`src/rtl/pwm3_pkg.sv`:
```
package pwm3_pkg;
    typedef enum logic [1:0] {
        ST_OFF     = 2'd0,
        ST_DRIVE_P = 2'd1,
        ST_DRIVE_N = 2'd2,
        ST_QUIET   = 2'd3
    } pwm3_state_e;
endpackage

```
`src/rtl/pwm3_frame_ctr.sv`:
```
module pwm3_frame_ctr #(
    parameter int FRAME_LEN = 32,
    localparam int CNT_W = $clog2(FRAME_LEN)
) (
    input  logic             clk,
    input  logic             rst,
    input  logic             pwr_down,
    output logic [CNT_W-1:0] pos,
    output logic             wrap
);
    localparam logic [CNT_W-1:0] LAST = CNT_W'(FRAME_LEN - 1);

    assign wrap = (pos == LAST) && !pwr_down;

    always_ff @(posedge clk) begin
        if (rst || pwr_down) begin
            pos <= '0;
        end else if (pos == LAST) begin
            pos <= '0;
        end else begin
            pos <= pos + 1'b1;
        end
    end

    // after a power-down cycle the frame restarts at position zero
    a_r8_restart: assert property (@(posedge clk) disable iff (rst)
        pwr_down |=> (pos == '0));
endmodule

```
`src/rtl/pwm3_word_latch.sv`:
```
module pwm3_word_latch #(
    parameter int WORD_W    = 6,
    parameter int FRAME_LEN = 32,
    localparam int CNT_W    = $clog2(FRAME_LEN)
) (
    input  logic              clk,
    input  logic              rst,
    input  logic              pwr_down,
    input  logic              load,
    input  logic [WORD_W-1:0] word_in,
    output logic              in_pos,
    output logic              in_neg,
    output logic [CNT_W-1:0]  mag_q
);
    localparam int MAX_MAG = FRAME_LEN - 1;

    logic [WORD_W-1:0] absval;
    logic [CNT_W-1:0]  mag_in;

    assign in_neg = word_in[WORD_W-1];
    assign in_pos = !word_in[WORD_W-1] && (word_in != '0);
    assign absval = in_neg ? (~word_in + 1'b1) : word_in;

    always_comb begin
        if (int'(absval) > MAX_MAG) begin
            mag_in = CNT_W'(MAX_MAG);
        end else begin
            mag_in = CNT_W'(absval);
        end
    end

    always_ff @(posedge clk) begin
        if (rst || pwr_down) begin
            mag_q <= '0;
        end else if (load) begin
            mag_q <= mag_in;
        end
    end

    // the stored magnitude moves only on a sampling edge
    a_r9_hold_between_loads: assert property (@(posedge clk) disable iff (rst)
        (!load && !pwr_down) |=> $stable(mag_q));
endmodule

```
`src/rtl/pwm3_encoder.sv`:
```
module pwm3_encoder
    import pwm3_pkg::*;
#(
    parameter int WORD_W    = 6,
    parameter int FRAME_LEN = 32
) (
    input  logic              clk,
    input  logic              rst,
    input  logic              pwr_down,
    input  logic [WORD_W-1:0] word_in,
    output logic              drv_p,
    output logic              drv_n
);
    localparam int CNT_W = $clog2(FRAME_LEN);

    logic [CNT_W-1:0] pos;
    logic             wrap;
    logic             in_pos;
    logic             in_neg;
    logic [CNT_W-1:0] mag_q;
    logic             pulse_done;
    pwm3_state_e      state, state_nx;

    pwm3_frame_ctr #(.FRAME_LEN(FRAME_LEN)) u_ctr (
        .clk      (clk),
        .rst      (rst),
        .pwr_down (pwr_down),
        .pos      (pos),
        .wrap     (wrap)
    );

    pwm3_word_latch #(.WORD_W(WORD_W), .FRAME_LEN(FRAME_LEN)) u_latch (
        .clk      (clk),
        .rst      (rst),
        .pwr_down (pwr_down),
        .load     (wrap),
        .word_in  (word_in),
        .in_pos   (in_pos),
        .in_neg   (in_neg),
        .mag_q    (mag_q)
    );

    assign pulse_done = ({1'b0, pos} + 1'b1) == {1'b0, mag_q};

    always_ff @(posedge clk) begin
        if (rst) begin
            state <= ST_QUIET;
        end else begin
            state <= state_nx;
        end
    end

    always_comb begin
        state_nx = state;
        if (pwr_down) begin
            state_nx = ST_OFF;
        end else if (wrap) begin
            if (in_pos)      state_nx = ST_DRIVE_P;
            else if (in_neg) state_nx = ST_DRIVE_N;
            else             state_nx = ST_QUIET;
        end else begin
            unique case (state)
                ST_DRIVE_P: if (pulse_done) state_nx = ST_QUIET;
                ST_DRIVE_N: if (pulse_done) state_nx = ST_QUIET;
                ST_QUIET:   state_nx = ST_QUIET;
                ST_OFF:     state_nx = ST_OFF;
            endcase
        end
    end

    always_comb begin
        drv_p = 1'b0;
        drv_n = 1'b0;
        unique case (state)
            ST_DRIVE_P: drv_p = !pwr_down;
            ST_DRIVE_N: drv_n = !pwr_down;
            ST_QUIET:   ;
            ST_OFF:     ;
        endcase
    end

    // the two lines are exclusive
    a_r7_exclusive: assert property (@(posedge clk) disable iff (rst)
        !(drv_p && drv_n));

    // the two lines never change on the same edge
    a_r7_no_joint_toggle: assert property (@(posedge clk) disable iff (rst)
        ($stable(drv_p) || $stable(drv_n)));

    // the closing clock of every frame is quiet
    a_r7_last_quiet: assert property (@(posedge clk) disable iff (rst)
        wrap |-> (!drv_p && !drv_n));

    // a pulse in progress always has a nonzero stored length
    a_r3_pulse_has_length: assert property (@(posedge clk) disable iff (rst)
        (drv_p || drv_n) |-> (mag_q != '0));
endmodule

```
`config.mk`:
```
export PLATFORM = sky130hd
export DESIGN_NAME = pwm3_encoder
export DESIGN_NICKNAME = d
export VERILOG_FILES = /design/src/rtl/pwm3_pkg.sv /design/src/rtl/pwm3_frame_ctr.sv /design/src/rtl/pwm3_word_latch.sv /design/src/rtl/pwm3_encoder.sv
export SDC_FILE = /design/constraint.sdc
export NUM_CORES = 1
export LEC_CHECK = 0
export BUFFER_PORTS_ARGS = -buffer_cell sky130_fd_sc_hd__buf_2
export CAP_MARGIN = 40
export CORE_MARGIN = 2
export CORE_UTILIZATION = 53
export DETAILED_ROUTE_END_ITERATION = 12
export GPL_TIMING_DRIVEN = 0
export PLACE_DENSITY = 0.85
export SYNTH_ARGS = -nofsm -noshare
export SYNTH_HDL_FRONTEND = slang
export SYNTH_SLANG_ARGS = --single-unit
```
`constraint.sdc`:
```
create_clock -name clk -period 2.44 [get_ports clk]
set_input_delay 0.366 -clock clk [delete_from_list [all_inputs] [get_ports clk]]
set_output_delay 0.366 -clock clk [all_outputs]
set_load 0.02 [all_outputs]
```
==> run summary <==
DETAILED ROUTING
--------------------------------------------------------------------------
Avg Vias per Cell                                                     5.55
Routed vias                                                            605
Iteration-0 DRC Markers                                                  9
Length of routed wiring on met1                                     588 um
Count of antenna-violating nets left after detailed routing              0
Number of detailed-route iterations in the first pass                    4
Top metal layer carrying routed signals                               met4
DR DRC count                                                             0
Average wire length per cell after detail routing                  11.9 um
DRT Wirelength                                                     1290 um
Met3 wire length                                                     41 um
Routed met2 length                                                  631 um

CRITICAL PATH
--------------------------------------------------------------------------
Maximum fanout count along the critical path                             4
Crit. End Element                                                flip-flop
Type of element launching the critical path                      flip-flop
Critical setup path kind                                      flip-flop to flip-flop
Required time of the critical path                                 2.64 ns
Endpoint arrival time on the critical path                         2.24 ns
Worst Reg2Reg Path Length in Cells                                       7

FLOORPLANNING
--------------------------------------------------------------------------
Area of the core                                              0.00127 mm^2
Row Count                                                               13
I/O pin total                                                           11
Die Outline Area                                              0.00165 mm^2
Initial Utilization                                                  55.9%
Horiz. Die Dim                                                     40.6 um
Chip Height                                                        40.6 um

CTS
--------------------------------------------------------------------------
Post-CTS setup buffer count                                              0
Clk_lat worst skew                                                 0.27 ns
Clock Pin Slew Worst Setup and Hold Paths                          0.07 ns
CTS sink count                                                          12
Max clock buf depth                                                      2
Number of CTS-inserted buffers                                           3
Clk Tree Root Cell                                            sky130_fd_sc_hd__clkbuf_4
Count of hold buffers inserted by post-cts repair                        0
Post_cts resized                                                         0
H-tree lvl count                                                         1
Clock tree from TritonCTS                                             done

CELLS AND AREA
--------------------------------------------------------------------------
Non-filler instance count after layout                                 109
Summed area of non-filler cells in the final layout               796 um^2
Area delta synth->final                                              12.2%
Most common cell after layout, fill and taps aside            sky130_fd_sc_hd__dfxtp_1
Commonest cells after routing, fill and taps aside            12 x sky130_fd_sc_hd__dfxtp_1, 9 x sky130_fd_sc_hd__buf_2, 8 x sky130_fd_sc_hd__xnor2_1
Net total in the final layout                                          111
Antenna Cells                                                            0
Fraction of layout instances using a drive strength above 1          17.0%
FILL cells                                                             113
Share of the core filled with cells in the final layout              62.7%

STA
--------------------------------------------------------------------------
Relative slew margins                                                60.7%
Final critical delay including setup and external delays           2.04 ns
Worst hold slack across all endpoints                             0.347 ns
Total negative slack for setup checks                                 0 ns
Total setup violations reported at the end of the flow                   0
Setup ws final                                                    0.401 ns
Count of endpoints failing hold in the final timing report               0
Post-route clock period utilization                                  83.6%
Number of max-slew violations in the final report                        0
Worst Max-Slew Pin Slew                                           0.585 ns
Achievable clock frequency                                         490 MHz
Setup repair after global routing missed its margin                  false
Clock Skew                                                      0.00112 ns

PLACED DESIGN
--------------------------------------------------------------------------
Dpl cell area                                                     773 um^2
Gp weighted congestion                                               0.742
Placed insts                                                           106
Total of buffers placed on input and output ports                        9
Place WS                                                          0.446 ns
DP HPWL                                                            1030 um

GLOBAL ROUTING
--------------------------------------------------------------------------
Antenna violations before repair                                         0
Overall track demand over capacity in global routing                 19.7%
Vias in the first global route                                         561
Pin count of the biggest net entering global routing                    10
Wire length of the first global-routing pass                       2150 um
Total congestion overflow                                                0

PWR
--------------------------------------------------------------------------
Power density over cell area                                   494 mW/mm^2
Worst IR Drop VDD                                                 0.288 mV
Total Power Consumption                                           0.393 mW
Lkg Pwr                                                           0.356 nW

RUN
--------------------------------------------------------------------------
Max-cap violation count                                                  0

LOGIC SYNTHESIS
--------------------------------------------------------------------------
Instance count of the mapped netlist                                    82
Average size of a mapped cell                                    8.65 um^2
Unique cell type count in the Yosys netlist                             24
Number of nets in the synthesized netlist                               97
Count of warnings emitted by yosys                                       0
Share of flip-flops with an asynchronous set or reset                   0%
Number of enable flip-flop cells after synthesis                         0
Sequential share of the synthesized area                             33.9%
Most used DFF post-synth                                      sky130_fd_sc_hd__dfxtp_1
Summed instance area of the synthesized netlist                   709 um^2
Register bit total from synthesis                                       12

HOLD PATH
--------------------------------------------------------------------------
Path type of the worst min-delay path                         primary input to flip-flop
Number of stages on the worst hold path                                  3

RUN STATUS
--------------------------------------------------------------------------
Result of the run                                             finished, final reports clean

-- cells in the mapped netlist, types with 2 or more instances --
master,n,area (um^2)
sky130_fd_sc_hd__nand2_1,6,22.5
sky130_fd_sc_hd__nor2b_1,5,31.3
sky130_fd_sc_hd__ha_1,6,75.1
sky130_fd_sc_hd__nor2_1,6,22.5
sky130_fd_sc_hd__inv_1,6,22.5
sky130_fd_sc_hd__xnor2_1,8,70.1
sky130_fd_sc_hd__a21oi_1,5,25.0
sky130_fd_sc_hd__nand3b_1,2,15.0
sky130_fd_sc_hd__o21ai_0,4,20.0
sky130_fd_sc_hd__a21boi_0,2,15.0
sky130_fd_sc_hd__and2_1,2,12.5
sky130_fd_sc_hd__o221ai_1,3,26.3
sky130_fd_sc_hd__dfxtp_1,12,240
sky130_fd_sc_hd__and3_2,3,22.5
sky130_fd_sc_hd__nor3_1,2,10.0
sky130_fd_sc_hd__xor2_1,2,17.5
-- layout make-up --
class | count | area [um^2] | share of cell area (%)
buffer | 1 | 3.75 | 0.472
clock buffer | 3 | 22.5 | 2.83
inverter | 6 | 22.5 | 2.83
multi-input combinational | 63 | 443 | 55.7
sequential | 12 | 240 | 30.2
tap | 15 | 18.8 | 2.36
timing repair buffer | 9 | 45.0 | 5.66
-- power by group --
| part | switching [mW] | total, mW | internal [mW] |
|---|---|---|---|
| Combinational | 0.0363 | 0.0666 | 0.0304 |
| Clock | 0.0633 | 0.120 | 0.0572 |
| Sequential | 0.00431 | 0.206 | 0.201 |
-- routing by layer --
layer,global-route usage (%),vias up
met4,10.0,0
met1,22.0,280
met2,35.3,8
li1,-,312
met5,0,-
met3,3.33,5
-- path summary, 6_finish.rpt --
| check | to | startpoint | slack (ns) |
|---|---|---|---|
| setup reg to reg | state[1]$_SDFFE_PP1P_ | u_ctr.pos[0]$_SDFF_PP0_ | 0.40 |
| setup / recovery | state[1]$_SDFFE_PP1P_ | u_ctr.pos[0]$_SDFF_PP0_ | 0.40 |
| hold / removal | state[1]$_SDFFE_PP1P_ | rst | 0.35 |
| hold reg to reg | u_ctr.pos[0]$_SDFF_PP0_ | u_ctr.pos[0]$_SDFF_PP0_ | 0.49 |
-- registers in the layout, summed over array words and instances, names as in the netlist --
register,cells
u_ctr.pos,5
u_latch.mag_q,5
state,2
-- kinds of logic after synthesis --
kind of cell	Yosys count	synth area share, %
AND/OR/NAND/NOR	29	22.0
AO/OA/AOI/OAI	17	16.0
flip-flops	12	33.9
XOR/XNOR	10	12.3
buffers and inverters	7	3.70
adder cells (fa/ha/maj)	6	10.6
multiplexers	1	1.41
-- critical path, cell delays in order (launching register included) --
cell	delay, ns
sky130_fd_sc_hd__dfxtp_1	0.34
sky130_fd_sc_hd__ha_1	0.23
sky130_fd_sc_hd__and3_2	0.22
sky130_fd_sc_hd__ha_1	0.30
sky130_fd_sc_hd__xnor2_1	0.16
sky130_fd_sc_hd__nand3_1	0.13
sky130_fd_sc_hd__o41a_1	0.40
sky130_fd_sc_hd__o221ai_1	0.19
No activity file was read; power rests on OpenSTA's default activity.
